**src/rtl/pll_seq_pkg.sv**
```systemverilog
`timescale 1ns/1ps
package pll_seq_pkg;
    localparam int MB_OUT    = 0;
    localparam int MB_BYP    = 1;
    localparam int MB_RSTN   = 2;
    localparam int MB_OFFREQ = 7;
    localparam int MB_LCNT   = 8;
    localparam int MB_BCNT   = 14;
    localparam int MB_VOTE   = 20;
    localparam int MB_VRST   = 21;
    localparam int MB_UPD    = 22;
    localparam int MB_UBYP   = 23;

    typedef enum logic [1:0] {LK_IDLE, LK_ACQ, LK_LOCKED} lock_st_e;
    typedef enum logic [1:0] {VT_OFF, VT_RISE, VT_ON, VT_FALL} vote_st_e;
    typedef enum logic [1:0] {UP_IDLE, UP_WAIT, UP_ACK} upd_st_e;
endpackage

```
**src/rtl/pll_core_gate.sv**
```systemverilog
`timescale 1ns/1ps
module pll_core_gate #(
    parameter int DRAIN_CYC = 2
) (
    input  logic clk,
    input  logic rst_n,
    input  logic out_bit,
    input  logic byp_bit,
    input  logic rstn_bit,
    output logic core_byp,
    output logic core_rstn
);
    localparam int DW = $clog2(DRAIN_CYC + 1);

    logic          out_prev;
    logic [DW-1:0] drain_q;
    logic          hold;

    assign hold = out_bit | out_prev | (drain_q != '0);

    always_ff @(posedge clk or negedge rst_n) begin
        if (!rst_n) begin
            out_prev  <= 1'b0;
            drain_q   <= '0;
            core_byp  <= 1'b0;
            core_rstn <= 1'b0;
        end else begin
            out_prev <= out_bit;
            if (out_prev && !out_bit)
                drain_q <= DW'(DRAIN_CYC);
            else if (drain_q != '0)
                drain_q <= drain_q - 1'b1;
            core_byp  <= byp_bit  | (core_byp  & hold);
            core_rstn <= rstn_bit | (core_rstn & hold);
        end
    end

    // the core leaves run only after the output was off for two ticks
    assert_gate_before_drop_R6: assert property (@(posedge clk) disable iff (!rst_n)
        $fell(core_rstn) |-> ($past(!out_bit) && $past(!out_bit, 2)))
        else $error("core reset dropped while output enabled");
endmodule

```
**src/rtl/pll_lock_fsm.sv**
```systemverilog
`timescale 1ns/1ps
module pll_lock_fsm
    import pll_seq_pkg::*;
#(
    parameter int SETTLE_CYC = 10,
    parameter int LOCK_CYC   = 20
) (
    input  logic clk,
    input  logic rst_n,
    input  logic core_byp,
    input  logic core_rstn,
    output logic locked
);
    localparam int SW = $clog2(SETTLE_CYC + 1);
    localparam int LW = $clog2(LOCK_CYC + 1);

    lock_st_e      st_q, st_d;
    logic [SW-1:0] settle_q;
    logic [LW-1:0] cnt_q;
    logic          settle_done;
    logic          run;

    assign run         = core_byp & core_rstn;
    assign settle_done = (settle_q == SW'(SETTLE_CYC));

    always_ff @(posedge clk or negedge rst_n) begin
        if (!rst_n)
            settle_q <= '0;
        else if (!core_byp)
            settle_q <= '0;
        else if (!settle_done)
            settle_q <= settle_q + 1'b1;
    end

    always_comb begin
        st_d = st_q;
        unique case (st_q)
            LK_IDLE:   if (run && settle_done) st_d = LK_ACQ;
            LK_ACQ:    if (!run) st_d = LK_IDLE;
                       else if (cnt_q == LW'(LOCK_CYC - 1)) st_d = LK_LOCKED;
            LK_LOCKED: if (!run) st_d = LK_IDLE;
            default:   st_d = LK_IDLE;
        endcase
    end

    always_ff @(posedge clk or negedge rst_n) begin
        if (!rst_n) begin
            st_q  <= LK_IDLE;
            cnt_q <= '0;
        end else begin
            st_q  <= st_d;
            cnt_q <= (st_q == LK_ACQ) ? cnt_q + 1'b1 : '0;
        end
    end

    always_comb begin
        locked = (st_q == LK_LOCKED) && run;
    end

    assert_lock_after_settle_R4: assert property (@(posedge clk) disable iff (!rst_n)
        $rose(locked) |-> $past(settle_done))
        else $error("lock rose before settle window");
endmodule

```
**src/rtl/pll_vote_fsm.sv**
```systemverilog
`timescale 1ns/1ps
module pll_vote_fsm
    import pll_seq_pkg::*;
#(
    parameter int VOTE_CYC = 4,
    parameter int OFFL_CYC = 3
) (
    input  logic clk,
    input  logic rst_n,
    input  logic vote_en,
    input  logic vote_rst,
    input  logic off_req,
    output logic active,
    output logic off_ack
);
    localparam int VW = $clog2(VOTE_CYC + 1);
    localparam int OW = $clog2(OFFL_CYC + 1);

    vote_st_e      st_q, st_d;
    logic [VW-1:0] cnt_q;
    logic [OW-1:0] ocnt_q;

    always_comb begin
        st_d = st_q;
        if (vote_rst) st_d = VT_OFF;
        else begin
            unique case (st_q)
                VT_OFF:  if (vote_en) st_d = VT_RISE;
                VT_RISE: if (!vote_en) st_d = VT_OFF;
                         else if (cnt_q == VW'(VOTE_CYC - 1)) st_d = VT_ON;
                VT_ON:   if (!vote_en) st_d = VT_FALL;
                VT_FALL: if (vote_en) st_d = VT_ON;
                         else if (cnt_q == VW'(VOTE_CYC - 1)) st_d = VT_OFF;
                default: st_d = VT_OFF;
            endcase
        end
    end

    always_ff @(posedge clk or negedge rst_n) begin
        if (!rst_n) begin
            st_q  <= VT_OFF;
            cnt_q <= '0;
        end else begin
            st_q <= st_d;
            if (st_d != st_q) cnt_q <= '0;
            else if (st_q == VT_RISE || st_q == VT_FALL) cnt_q <= cnt_q + 1'b1;
            else cnt_q <= '0;
        end
    end

    always_ff @(posedge clk or negedge rst_n) begin
        if (!rst_n) begin
            ocnt_q  <= '0;
            off_ack <= 1'b0;
        end else if (!off_req) begin
            ocnt_q  <= '0;
            off_ack <= 1'b0;
        end else if (!off_ack) begin
            if (ocnt_q == OW'(OFFL_CYC - 1)) off_ack <= 1'b1;
            else ocnt_q <= ocnt_q + 1'b1;
        end
    end

    always_comb begin
        active = (st_q == VT_ON) || (st_q == VT_FALL);
    end

    assert_active_follows_vote_R10: assert property (@(posedge clk) disable iff (!rst_n)
        $rose(active) |-> $past(vote_en))
        else $error("active rose without vote");
    assert_vote_reset_R10: assert property (@(posedge clk) disable iff (!rst_n)
        vote_rst |=> !active)
        else $error("vote reset did not clear active");
    assert_offack_follows_req_R11: assert property (@(posedge clk) disable iff (!rst_n)
        $rose(off_ack) |-> $past(off_req))
        else $error("offline ack without request");
endmodule

```
**src/rtl/pll_update_fsm.sv**
```systemverilog
`timescale 1ns/1ps
module pll_update_fsm
    import pll_seq_pkg::*;
#(
    parameter int ACK_CYC = 3
) (
    input  logic clk,
    input  logic rst_n,
    input  logic upd_bit,
    input  logic upd_byp,
    output logic ack,
    output logic commit,
    output logic auto_clr
);
    localparam int CW = $clog2(ACK_CYC + 1);

    upd_st_e       st_q, st_d;
    logic [CW-1:0] cnt_q;
    logic          wait_done;

    assign wait_done = (cnt_q == CW'(ACK_CYC - 1));

    always_comb begin
        st_d = st_q;
        unique case (st_q)
            UP_IDLE: if (upd_bit) st_d = UP_WAIT;
            UP_WAIT: if (!upd_bit) st_d = UP_IDLE;
                     else if (wait_done) st_d = UP_ACK;
            UP_ACK:  if (!upd_bit) st_d = UP_IDLE;
            default: st_d = UP_IDLE;
        endcase
    end

    always_ff @(posedge clk or negedge rst_n) begin
        if (!rst_n) begin
            st_q  <= UP_IDLE;
            cnt_q <= '0;
        end else begin
            st_q  <= st_d;
            cnt_q <= (st_q == UP_WAIT) ? cnt_q + 1'b1 : '0;
        end
    end

    always_comb begin
        ack      = (st_q == UP_ACK);
        commit   = (st_q == UP_WAIT) && upd_bit && wait_done;
        auto_clr = (st_q == UP_ACK) && !upd_byp;
    end

    assert_ack_delay_R7: assert property (@(posedge clk) disable iff (!rst_n)
        $rose(ack) |-> $past(upd_bit, 2))
        else $error("ack too soon after update");
    assert_autoclear_R7: assert property (@(posedge clk) disable iff (!rst_n)
        (ack && !upd_byp) |=> !upd_bit)
        else $error("update bit not cleared by hardware");
    assert_ack_fall_R8: assert property (@(posedge clk) disable iff (!rst_n)
        $fell(ack) |-> $past(!upd_bit))
        else $error("ack fell while update still set");
endmodule

```
**src/rtl/pll_mode_seq.sv**
```systemverilog
`timescale 1ns/1ps
module pll_mode_seq
    import pll_seq_pkg::*;
#(
    parameter int AW         = 6,
    parameter int L_W        = 16,
    parameter int ALPHA_W    = 40,
    parameter int SETTLE_CYC = 10,
    parameter int LOCK_CYC   = 20,
    parameter int ACK_CYC    = 3,
    parameter int VOTE_CYC   = 4,
    parameter int OFFL_CYC   = 3,
    parameter int DRAIN_CYC  = 2
) (
    input  logic               clk,
    input  logic               rst_n,
    input  logic               bus_wr,
    input  logic [AW-1:0]      bus_addr,
    input  logic [31:0]        bus_wdata,
    output logic [31:0]        bus_rdata,
    output logic               pll_out_en,
    output logic [L_W-1:0]     pll_l_word,
    output logic [ALPHA_W-1:0] pll_alpha_word
);
    localparam int AHI_W = ALPHA_W - 32;
    localparam int IW    = AW - 2;

    logic          m_out, m_byp, m_rstn, m_offreq, m_vote, m_vrst, m_upd, m_ubyp;
    logic [5:0]    m_lcnt, m_bcnt;
    logic [L_W-1:0]   l_q;
    logic [31:0]      alo_q, user_q, userhi_q, cfg_q, test_q, testhi_q;
    logic [AHI_W-1:0] ahi_q;

    logic          aligned, wr_ok;
    logic [IW-1:0] widx;
    logic          core_byp, core_rstn, locked, active, off_ack;
    logic          ack, commit, auto_clr;

    assign aligned = (bus_addr[1:0] == 2'b00);
    assign widx    = bus_addr[AW-1:2];
    assign wr_ok   = bus_wr && aligned;

    always_ff @(posedge clk or negedge rst_n) begin
        if (!rst_n) begin
            {m_out, m_byp, m_rstn, m_offreq, m_vote, m_vrst, m_upd, m_ubyp} <= '0;
            m_lcnt <= '0; m_bcnt <= '0;
            l_q <= '0; alo_q <= '0; ahi_q <= '0;
            user_q <= '0; userhi_q <= '0; cfg_q <= '0; test_q <= '0; testhi_q <= '0;
        end else begin
            if (wr_ok) begin
                unique case (widx)
                    IW'(0): begin
                        m_out    <= bus_wdata[MB_OUT];
                        m_byp    <= bus_wdata[MB_BYP];
                        m_rstn   <= bus_wdata[MB_RSTN];
                        m_offreq <= bus_wdata[MB_OFFREQ];
                        m_lcnt   <= bus_wdata[MB_LCNT +: 6];
                        m_bcnt   <= bus_wdata[MB_BCNT +: 6];
                        m_vote   <= bus_wdata[MB_VOTE];
                        m_vrst   <= bus_wdata[MB_VRST];
                        m_ubyp   <= bus_wdata[MB_UBYP];
                    end
                    IW'(1): l_q      <= bus_wdata[L_W-1:0];
                    IW'(2): alo_q    <= bus_wdata;
                    IW'(3): ahi_q    <= bus_wdata[AHI_W-1:0];
                    IW'(4): user_q   <= bus_wdata;
                    IW'(5): userhi_q <= bus_wdata;
                    IW'(6): cfg_q    <= bus_wdata;
                    IW'(7): test_q   <= bus_wdata;
                    IW'(8): testhi_q <= bus_wdata;
                    default: ;
                endcase
            end
            // hardware clear wins over a software write in the same cycle
            if (auto_clr) m_upd <= 1'b0;
            else if (wr_ok && widx == IW'(0)) m_upd <= bus_wdata[MB_UPD];
        end
    end

    always_ff @(posedge clk or negedge rst_n) begin
        if (!rst_n) begin
            pll_l_word     <= '0;
            pll_alpha_word <= '0;
        end else if (commit) begin
            pll_l_word     <= l_q;
            pll_alpha_word <= {ahi_q, alo_q};
        end
    end

    pll_core_gate #(.DRAIN_CYC(DRAIN_CYC)) u_gate (
        .clk(clk), .rst_n(rst_n), .out_bit(m_out), .byp_bit(m_byp), .rstn_bit(m_rstn),
        .core_byp(core_byp), .core_rstn(core_rstn)
    );

    pll_lock_fsm #(.SETTLE_CYC(SETTLE_CYC), .LOCK_CYC(LOCK_CYC)) u_lock (
        .clk(clk), .rst_n(rst_n), .core_byp(core_byp), .core_rstn(core_rstn), .locked(locked)
    );

    pll_vote_fsm #(.VOTE_CYC(VOTE_CYC), .OFFL_CYC(OFFL_CYC)) u_vote (
        .clk(clk), .rst_n(rst_n), .vote_en(m_vote), .vote_rst(m_vrst), .off_req(m_offreq),
        .active(active), .off_ack(off_ack)
    );

    pll_update_fsm #(.ACK_CYC(ACK_CYC)) u_upd (
        .clk(clk), .rst_n(rst_n), .upd_bit(m_upd), .upd_byp(m_ubyp),
        .ack(ack), .commit(commit), .auto_clr(auto_clr)
    );

    always_comb begin
        bus_rdata = '0;
        if (aligned) begin
            unique case (widx)
                IW'(0): bus_rdata = {locked, active, ack, off_ack, 4'b0000,
                                     m_ubyp, m_upd, m_vrst, m_vote, m_bcnt, m_lcnt,
                                     m_offreq, 4'b0000, m_rstn, m_byp, m_out};
                IW'(1): bus_rdata = 32'(l_q);
                IW'(2): bus_rdata = alo_q;
                IW'(3): bus_rdata = 32'(ahi_q);
                IW'(4): bus_rdata = user_q;
                IW'(5): bus_rdata = userhi_q;
                IW'(6): bus_rdata = cfg_q;
                IW'(7): bus_rdata = test_q;
                IW'(8): bus_rdata = testhi_q;
                IW'(9): bus_rdata = {28'd0, locked, active, ack, off_ack};
                default: bus_rdata = '0;
            endcase
        end
        pll_out_en = m_out && locked;
    end

    assert_out_needs_lock_R12: assert property (@(posedge clk) disable iff (!rst_n)
        $rose(pll_out_en) |-> m_out)
        else $error("output enabled without enable bit");
endmodule

```
**config.mk**
```make
export PLATFORM = sky130hd
export DESIGN_NAME = pll_mode_seq
export DESIGN_NICKNAME = d
export VERILOG_FILES = /design/src/rtl/pll_seq_pkg.sv /design/src/rtl/pll_core_gate.sv /design/src/rtl/pll_lock_fsm.sv /design/src/rtl/pll_vote_fsm.sv /design/src/rtl/pll_update_fsm.sv /design/src/rtl/pll_mode_seq.sv
export SDC_FILE = /design/constraint.sdc
export NUM_CORES = 1
export LEC_CHECK = 0
export ABC_AREA = 1
export BUFFER_PORTS_ARGS = -buffer_cell sky130_fd_sc_hd__buf_2
export CORE_MARGIN = 4
export CORE_UTILIZATION = 35
export DETAILED_ROUTE_END_ITERATION = 7
export MAX_ROUTING_LAYER = met4
export PLACE_DENSITY = 0.62
export REMOVE_ABC_BUFFERS = 1
export SYNTH_ARGS = -nofsm -noshare
export SYNTH_HDL_FRONTEND = slang
export SYNTH_SLANG_ARGS = --single-unit
```
**constraint.sdc**
```tcl
create_clock -name clk -period 2.1 [get_ports clk]
set_clock_uncertainty 0.15 [all_clocks]
set_input_delay 0.315 -clock clk [delete_from_list [all_inputs] [get_ports clk]]
set_output_delay 0.315 -clock clk [all_outputs]
set_load 0.005 [all_outputs]
```
Word-level counts from Yosys, hierarchy flattened
Cells that the tools add are included.
{"block": "word_totals", "inputBits": 41, "regBits": 320, "elab_cells": 146, "output_inout_bits": 89}
{"block": "classes", "n_addsub": 6, "reduce_logical": 33, "bitwise": 7, "eq_ne": 31, "n_mux": 36}
{"op": "$pmux 32 s10", "n": 1}
{"op": "$mux 2", "n": 21}
{"op": "$mux 32", "n": 1}
{"op": "$reduce_and 2->1", "n": 10}
{"op": "$eq 4x3->1 const B", "n": 4}
{"op": "$eq 2x2->1 const B", "n": 6}
{"op": "$eq 4x4->1 const B", "n": 3}
{"op": "$ne 2x2->1 const B", "n": 6}
{"op": "$pmux 2 s3", "n": 2}
{"op": "$logic_and 1x1->1", "n": 9}
{"op": "$eq 4x2->1 const B", "n": 2}
{"op": "$logic_not 2->1", "n": 4}
{"op": "$mux 4", "n": 2}
{"op": "$pmux 2 s4", "n": 1}
{"op": "$eq 2x1->1 const B", "n": 3}
{"op": "$mux 3", "n": 2}
{"op": "$reduce_and 3->1", "n": 2}
{"op": "$reduce_bool 2->1", "n": 3}
{"op": "$add 5x1->5 const B", "n": 1}
{"op": "$eq 5x5->1 const B", "n": 1}
{"op": "$mux 1", "n": 5}
{"op": "$mux 5", "n": 1}
{"op": "$add 2x1->2 const B", "n": 2}
{"op": "$add 4x1->4 const B", "n": 1}
{"op": "other kinds (13)", "n": 20}

Logic depth before layout (Yosys ltp)
Gate-level depths: netlist (run 1).
{"block": "logic_depth", "word_depth": 7, "mapped_depth": 10, "depth_no_buf": 9}

Hierarchy
Synthesis (run 1) repeated with hierarchy kept, for this count alone.
{"block": "unflattened", "cells_unflattened": 1601, "hier_area_um2": 14024.7}
{"mod": "pll_mode_seq", "seq_area_each_um2": 7307.0, "cells_per_inst": 1456, "instances": 1, "area_per_inst_um2": 12731.0}
{"mod": "pll_lock_fsm", "seq_area_each_um2": 275.3, "cells_per_inst": 59, "instances": 1, "area_per_inst_um2": 526.8}
{"mod": "pll_vote_fsm", "seq_area_each_um2": 200.2, "cells_per_inst": 40, "instances": 1, "area_per_inst_um2": 371.6}
{"mod": "pll_core_gate", "seq_area_each_um2": 125.1, "cells_per_inst": 24, "instances": 1, "area_per_inst_um2": 209.0}
{"mod": "pll_update_fsm", "seq_area_each_um2": 100.1, "cells_per_inst": 22, "instances": 1, "area_per_inst_um2": 186.4}

Least setup slack after synthesis (run 1)
OpenSTA, ideal clock, no wires.
{"block": "synth_path", "path_kind": "input -> output", "start": "in bus_addr[3]", "end": "out bus_rdata[28]", "path_slack_ns": 0.356, "path_buffers": 2, "t_arrival_ns": 1.279, "stages": 9, "t_required_ns": 1.635, "path_cell_list": "nor2_1 > nand2_1 > inv_2 > buf_2 > buf_2 > nand2_1 > nand2_1 > nor2_1 > a21oi_1"}
{"block": "synth_via", "elab_chain_len": 3, "word_cells_on_any_way": 12, "cone_classes": "9 x eq/ne; 2 x mux; 1 x reduce/logical"}
{"element": "start: declaration", "line": "pll_mode_seq.sv:18", "source": "input logic [AW-1:0] bus_addr,"}
{"element": "$eq 4x4->1, or another cell as far along", "line": "pll_mode_seq.sv:112", "source": "unique case (widx)"}
{"element": "$pmux 32 s10 (*)", "line": "pll_mode_seq.sv:112"}
{"element": "$mux 32 (*)", "line": "pll_mode_seq.sv:111", "source": "if (aligned) begin"}
{"element": "end: declaration", "line": "pll_mode_seq.sv:20", "source": "output logic [31:0] bus_rdata,"}
Mark *: on every way between the ends. The rest lies on a longest branch, timed or not.

Worst setup path after layout (run 1)
{"block": "layout_path", "start": "reg u_lock.st_q[0]", "end": "out bus_rdata[31]"}
{"block": "layout_via", "elab_chain_len": 4}
{"element": "start: declaration", "line": "pll_lock_fsm.sv:17", "source": "lock_st_e st_q, st_d;"}
{"element": "start signal: assignment", "line": "pll_lock_fsm.sv:51", "source": "st_q <= st_d;"}
{"element": "$eq 2x2->1", "line": "pll_lock_fsm.sv:57", "source": "locked = (st_q == LK_LOCKED) && run;"}
{"element": "$logic_and 1x1->1", "line": "pll_lock_fsm.sv:57"}
{"element": "$pmux 32 s10", "line": "pll_mode_seq.sv:112"}
{"element": "$mux 32", "line": "pll_mode_seq.sv:111"}
Every way passes these cells.

==> impl_metrics.yaml, run 1 <==
clock_network:
  cts_sinks: 320
  cts_tree: "done"
  clk_path_buf_depth: 3
  cts.clk_slew.worst_paths_ns: 0.06
  htree_levels: 2
  clk_latency_ns: 0.55
  cts_made_buffers: 37
  cts_root_buffer: "clkbuf_16"
sta:
  fin_ws_ns: -0.1472
  period_share_pct: 107.0
  worst_slew_pin_slew_ns: 0.4689
  slew_viol_final: 0
  relSlewSlack_pct: 68.74
  whs_ns: 0.02397
  rsz0062_at_grt: "true"
  hold_violations: 0
  max_freq_mhz: 445.0
  fin_crit_ns: 2.247
  setup_viol: 5
floorplanning:
  initial_utilization_pct: 35.56
  die_w_um: 206.6
  core-area_um2: 38830
  die_h_um: 206.6
  dieArea_um2: 42690
  fp-row-count: 72
  io_pins: 130
run:
  max_cap_viol_count: 0
worst_setup_path:
  r2r_start: "u_upd.cnt_q[0]"
  path_class: "register to output port"
  reg2reg_depth: 8
  worst-r2r-setup-slack_ns: 0.37
  cp-start-kind: "register"
  critPathRequiredTime_ns: 1.63
  crit_arrival_ns: 1.78
  crit_fanout: 2
  cp-end-kind: "output port"
  r2r_end: "pll_alpha_word[26]"
synthesis:
  synth_edf_count: 0
  yosysSeqAreaShare_pct: 57.99
  synth_area_um2: 13810
  ys_ff_latch: 320
  syn_area_per_cell_um2: 8.582
  ys_warn_count: 0
  netlist_instances: 1609
  synthFlopType: "dfrtp_1"
  yosysUniqueCellTypes: 32
  ys_async_sr_fraction_pct: 100.0
placed_design:
  gp_congestion: 0.8394
  dp_hpwl_um: 26480
  port_buffers: 129
status:
  violations: "negative setup slack"
  status: "finished, violations left"
finish:
  area_delta_synth_final_pct: 28.64
  fin_util_pct: 45.75
  final_nets: 1883
  final_layout_size_suffix_gt1_share_pct: 20.99
  final_common_cell: "nand2_1"
  n_fill_cell: 3737
  layout_common_cells: "nand2_1, dfrtp_1, o21ai_0"
min_path:
  hold_depth: 3
  hp-class: "primary input to register"
  worstHoldStart: "bus_wdata[21]"
  hold_end: "test_q[21]"
drt:
  drc: 0
  antenna_left: 0
  drt_iter0_drc: 766
  vias: 11540
  routed_wl_um: 40070
  drt_pass1_iterations: 5
  routedWlPerCell_um: 16.86
  viasPerCell: 4.853
power_and_ir_drop:
  power_per_cell_area_nw_per_um2: 867.8
  power_leakage_uw: 0.008858
  ir_drop_uv: 493.3
global_routing:
  grt_pass1_vias: 11310
  antenna_found_initial: 2
  grt_pass1_wl_um: 63990
  grt-ovfl-total: 0
  grt_max_degree: 88
  grt_usage_pct: 19.61
## kinds of logic (layout without fill, tap and decap cells)
logic type / count (synthesis) / count (layout) / synth area share (%)
xor+xnor: 4 / 4 / 0.2538
simple gates: 709 / 709 / 20.62
flops: 320 / 320 / 57.99
mux: 25 / 25 / 2.039
buf+inv: 201 / 450 / 5.808
compound gates: 342 / 342 / 12.56
fa+ha+maj: 8 / 8 / 0.7249
other cells: 0 / 1 / 0
## sequential cells by signal, indices dropped and copies added, names as in the netlist, 16 cells and up
register,flops
user_q,32
alo_q,32
l_q,16
userhi_q,32
pll_alpha_word,40
test_q,32
testhi_q,32
cfg_q,32
pll_l_word,16
## power breakdown
group          switching [uW]  total (uW)  internal (uW)
sequential                428        7300           6870
combinational             939        1600            659
clock                    2560        6520           3960
total                    3920       15400          11500
## synthesized netlist by cell type, types with 2 or more instances
master | count | area share (%)
nand2_1 | 513 | 14
dfrtp_1 | 320 | 58
o21ai_0 | 303 | 11
inv_1 | 117 | 3.2
nor2_1 | 104 | 2.8
nand3_1 | 72 | 2.6
clkbuf_1 | 49 | 1.3
a21oi_1 | 28 | 1.0
buf_2 | 26 | 0.94
mux2_2 | 25 | 2.0
ha_1 | 8 | 0.72
inv_2 | 5 | 0.14
nor2_4 | 5 | 0.41
o211ai_1 | 5 | 0.27
nand2_2 | 4 | 0.18
nor2_2 | 4 | 0.18
buf_4 | 2 | 0.11
nor3_1 | 2 | 0.072
o21bai_1 | 2 | 0.11
xnor2_1 | 2 | 0.13
xor2_1 | 2 | 0.13
## area by class of cell
class | instances | area [um^2] | share of cell area, %
repair buffers | 264 | 2197 | 12.37
inverters | 123 | 484.2 | 2.726
multi-input cells | 1088 | 5179 | 29.15
clock inverters | 5 | 67.56 | 0.3804
diodes | 1 | 2.502 | 0.01409
well taps | 518 | 648.1 | 3.649
clock buffers | 58 | 1176 | 6.621
flip-flops and latches | 320 | 8009 | 45.09
## worst max-delay path by stage
stage / cells past startpoint / end / startpoint
floorplan: 6 / pll_alpha_word[0] / u_upd.cnt_q[0]
global placement: 11 / bus_rdata[6] / bus_addr[5]
detailed placement: 11 / bus_rdata[6] / bus_addr[5]
CTS: 10 / bus_rdata[31] / u_lock.st_q[0]
global route: 10 / bus_rdata[31] / u_lock.st_q[0]
finish: 10 / bus_rdata[31] / u_lock.st_q[0]
## worst max-delay path: stages (launching register included)
cell	delay (ns)
dfrtp_1	0.38
inv_1	0.07
nand2_2	0.06
nor2_4	0.10
buf_6	0.13
nand2_4	0.05
o21ai_2	0.05
nor2_1	0.06
a21oi_1	0.13
buf_4	0.15
buf_6	0.09
## per-stage QoR
step                      cells  total power, uW  TNS, ns  worst slack [ns]  area, um^2
after global routing       2377            16180   -1.206           -0.2667       17760
after floorplan            1531             8128   -83.57            -1.047       13470
after detailed placement   2268             8871   -5.284           -0.2824       15780
after CTS                  2359            15490  -0.9425           -0.2586       17460
final                      2377            15420  -0.4062           -0.1472       17760
after global placement     2268             8785   -5.008           -0.2493       15780
## what timing repair did
action                                  CTS  global route
endpoints found under the hold margin   306             0
pin swaps                                12            21
endpoints found under the setup margin   33            29
setup buffers                            11            17
cloned                                    1             2
hold buffers                             17             0
gates resized for setup                  43            50
## per-layer routing
layer	GRT usage (%)	wire, um	vias to the layer above
li1	-	-	5618
met2	30.89	18720	312
met3	2.703	2129	52
met1	26.86	18370	5554
met5	-	0	-
met4	5.394	861	0
Note: power is estimated with default switching activity, not from simulation.
==> run 2: changes to the inputs <==
--- a/config.mk
+++ b/config.mk
@@ -8,10 +8,10 @@
 export ABC_AREA = 1
 export BUFFER_PORTS_ARGS = -buffer_cell sky130_fd_sc_hd__buf_2
 export CORE_MARGIN = 4
-export CORE_UTILIZATION = 35
+export CORE_UTILIZATION = 55
 export DETAILED_ROUTE_END_ITERATION = 7
 export MAX_ROUTING_LAYER = met4
-export PLACE_DENSITY = 0.62
+export PLACE_DENSITY = 0.85
 export REMOVE_ABC_BUFFERS = 1
 export SYNTH_ARGS = -nofsm -noshare
 export SYNTH_HDL_FRONTEND = slang
==> run 2 against run 1 <==
The run ends with negative hold slack, negative setup slack left. Via count increased by 9.6%. Cell count decreased by 9.8%. Clock power decreased by 3.5%. Global-route usage increased by 8.5 points. Sequential power increased by 0.5%. Sequential share of layout area increased by 1.4 points. Cell area decreased by 3.1%. First-iteration DRC count increased by 110%. Combinational power about the same. Die area decreased by 35%. Non-clock buffer count decreased by 38.
==> impl_metrics.yaml, run 2 (synthesis gave the netlist of run 1 again) <==
power_and_ir_drop:
  power_leakage_uw: 0.008648
  power_per_cell_area_nw_per_um2: 885.1
  ir_drop_uv: 664.0
clock_network:
  clk_path_buf_depth: 3
  cts_made_buffers: 35
  clk_latency_ns: 0.54
  cts_tree: "done"
  cts_sinks: 320
  cts_root_buffer: "clkbuf_16"
  htree_levels: 2
  cts.clk_slew.worst_paths_ns: 0.06
finish:
  layout_common_cells: "nand2_1, dfrtp_1, o21ai_0"
  n_fill_cell: 1670
  largest_register: "pll_alpha_word"
  final_nets: 1843
  register_area_um2: 8009
  final_common_cell: "nand2_1"
  largest_register_ffs: 40
  fin_util_pct: 70.18
  multi_input_area_um2: 5181
  fin_area_um2: 17220
  area_delta_synth_final_pct: 24.69
  final_layout_size_suffix_gt1_share_pct: 19.95
  antenna_cells: 0
placed_design:
  dp_slack_ns: -0.1229
  dp_hpwl_um: 24470
  gp_congestion: 0.8999
  place_area_um2: 15490
  port_buffers: 129
global_routing:
  grt-ovfl-total: 0
  grt_max_degree: 65
  grt_pass1_vias: 12380
  antenna_found_initial: 0
  grt_usage_pct: 28.13
  grt_pass1_wl_um: 62110
sta:
  fin_ws_ns: -0.1412
  hold_violations: 2
  rsz0062_at_grt: "true"
  period_share_pct: 106.7
  fin_crit_ns: 2.241
  relSlewSlack_pct: 62.94
  whs_ns: -0.001825
  max_freq_mhz: 446.2
  setup_viol: 6
  slew_viol_final: 0
  worst_slew_pin_slew_ns: 0.5559
min_path:
  worstHoldStart: "bus_wdata[13]"
  hold_end: "alo_q[13]"
  hold_depth: 3
  hp-class: "primary input to register"
floorplanning:
  initial_utilization_pct: 56.28
  dieArea_um2: 27710
  io_pins: 130
  die_w_um: 166.5
  core-area_um2: 24530
  die_h_um: 166.5
  fp-row-count: 57
worst_setup_path:
  r2r_start: "u_vote.cnt_q[0]"
  crit_arrival_ns: 1.78
  reg2reg_depth: 7
  cp-end-kind: "output port"
  crit_fanout: 3
  cp-start-kind: "register"
  path_class: "register to output port"
  worst-r2r-setup-slack_ns: 0.33
  critPathRequiredTime_ns: 1.63
  r2r_end: "u_vote.cnt_q[2]"
drt:
  viasPerCell: 5.895
  vias: 12640
  drt_pass1_iterations: 6
  drt_iter0_drc: 1603
  drc: 0
  routedWlPerCell_um: 19.26
  routed_wl_um: 41300
  antenna_left: 0
status:
  violations: "negative hold slack, negative setup slack"
  status: "finished, violations left"
run:
  max_cap_viol_count: 0
==> run 2: cell types whose count changed in the layout (fill, tap and decap cells not counted), sizes merged <==
cell,delta
diode,-1
clkinv,+5
dlygate4sd3,-11
inv,+1
clkbuf,-6
clkinvlp,+1
buf,-30
bufinv,+2
==> run 2: worst max-delay path: stages, from the launching register on <==
cell and delay, ns:
dfrtp_1 0.36, nand2_1 0.12, nor2_4 0.22, nand2_2 0.08
nand3_2 0.08, nor2_2 0.04, a21oi_2 0.19, buf_2 0.15
==> run 2: worst max path at each step <==
stage / from / endpoint / slack (ns) / depth (start not counted)
after floorplan: u_upd.cnt_q[0] / pll_alpha_word[0] / -1.05 / 6
after global placement: bus_addr[5] / bus_rdata[14] / -0.09 / 8
after detailed placement: bus_addr[5] / bus_rdata[14] / -0.12 / 8
after CTS: u_lock.st_q[0] / bus_rdata[3] / -0.14 / 8
after global routing: u_lock.st_q[0] / bus_rdata[31] / -0.22 / 8
final: u_gate.core_byp / bus_rdata[3] / -0.14 / 7
==> run 2: layout make-up <==
cell class              instances  share of cell area [%]
inverters                     123                   2.812
clock inverters                14                   1.126
multi-input cells            1088                   30.09
clock buffers                  49                   5.741
repair buffers                226                   11.36
flip-flops and latches        320                   46.52
well taps                     324                   2.354
==> run 2: routing by layer <==
metal  global-route usage [%]  vias up  share of wire, %
li1                         -     5547                 -
met1                    34.68     6124                38
met2                    46.45      779                48
met3                    4.788      189               8.9
met4                    11.74        0               4.9
met5                        -        -                 0
==> run 2: timing repair <==
item / 4_1_cts / 5_1_grt
resized for setup: 26 / 60
gates cloned: 0 / 5
hold endpoints to repair: 164 / 0
hold buffers: 6 / 0
setup endpoints to repair: 29 / 30
buffers inserted: 3 / 9
pin swaps: 7 / 20
==> run 2: metrics by stage <==
| stage | std cells | hold WS [ns] | power [uW] | TNS (ns) |
|---|---|---|---|---|
| 2_1_floorplan | 1531 | -0.1306 | 8128 | -83.57 |
| 3_3_place_gp | 2058 | 0.1059 | 8717 | -0.9226 |
| 3_5_place_dp | 2058 | 0.1093 | 8852 | -1.534 |
| 4_1_cts | 2130 | 0.003544 | 15080 | -0.2757 |
| 5_1_grt | 2144 | 0.02609 | 15840 | -0.8937 |
| 6_report | 2144 | -0.001825 | 15240 | -0.4187 |
==> run 2: power breakdown <==
group | internal, uW | switching (uW) | leakage (uW)
logic | 613 | 995 | 0.00376
registers | 6870 | 465 | 0.00431
clock network | 3710 | 2580 | 0.000576
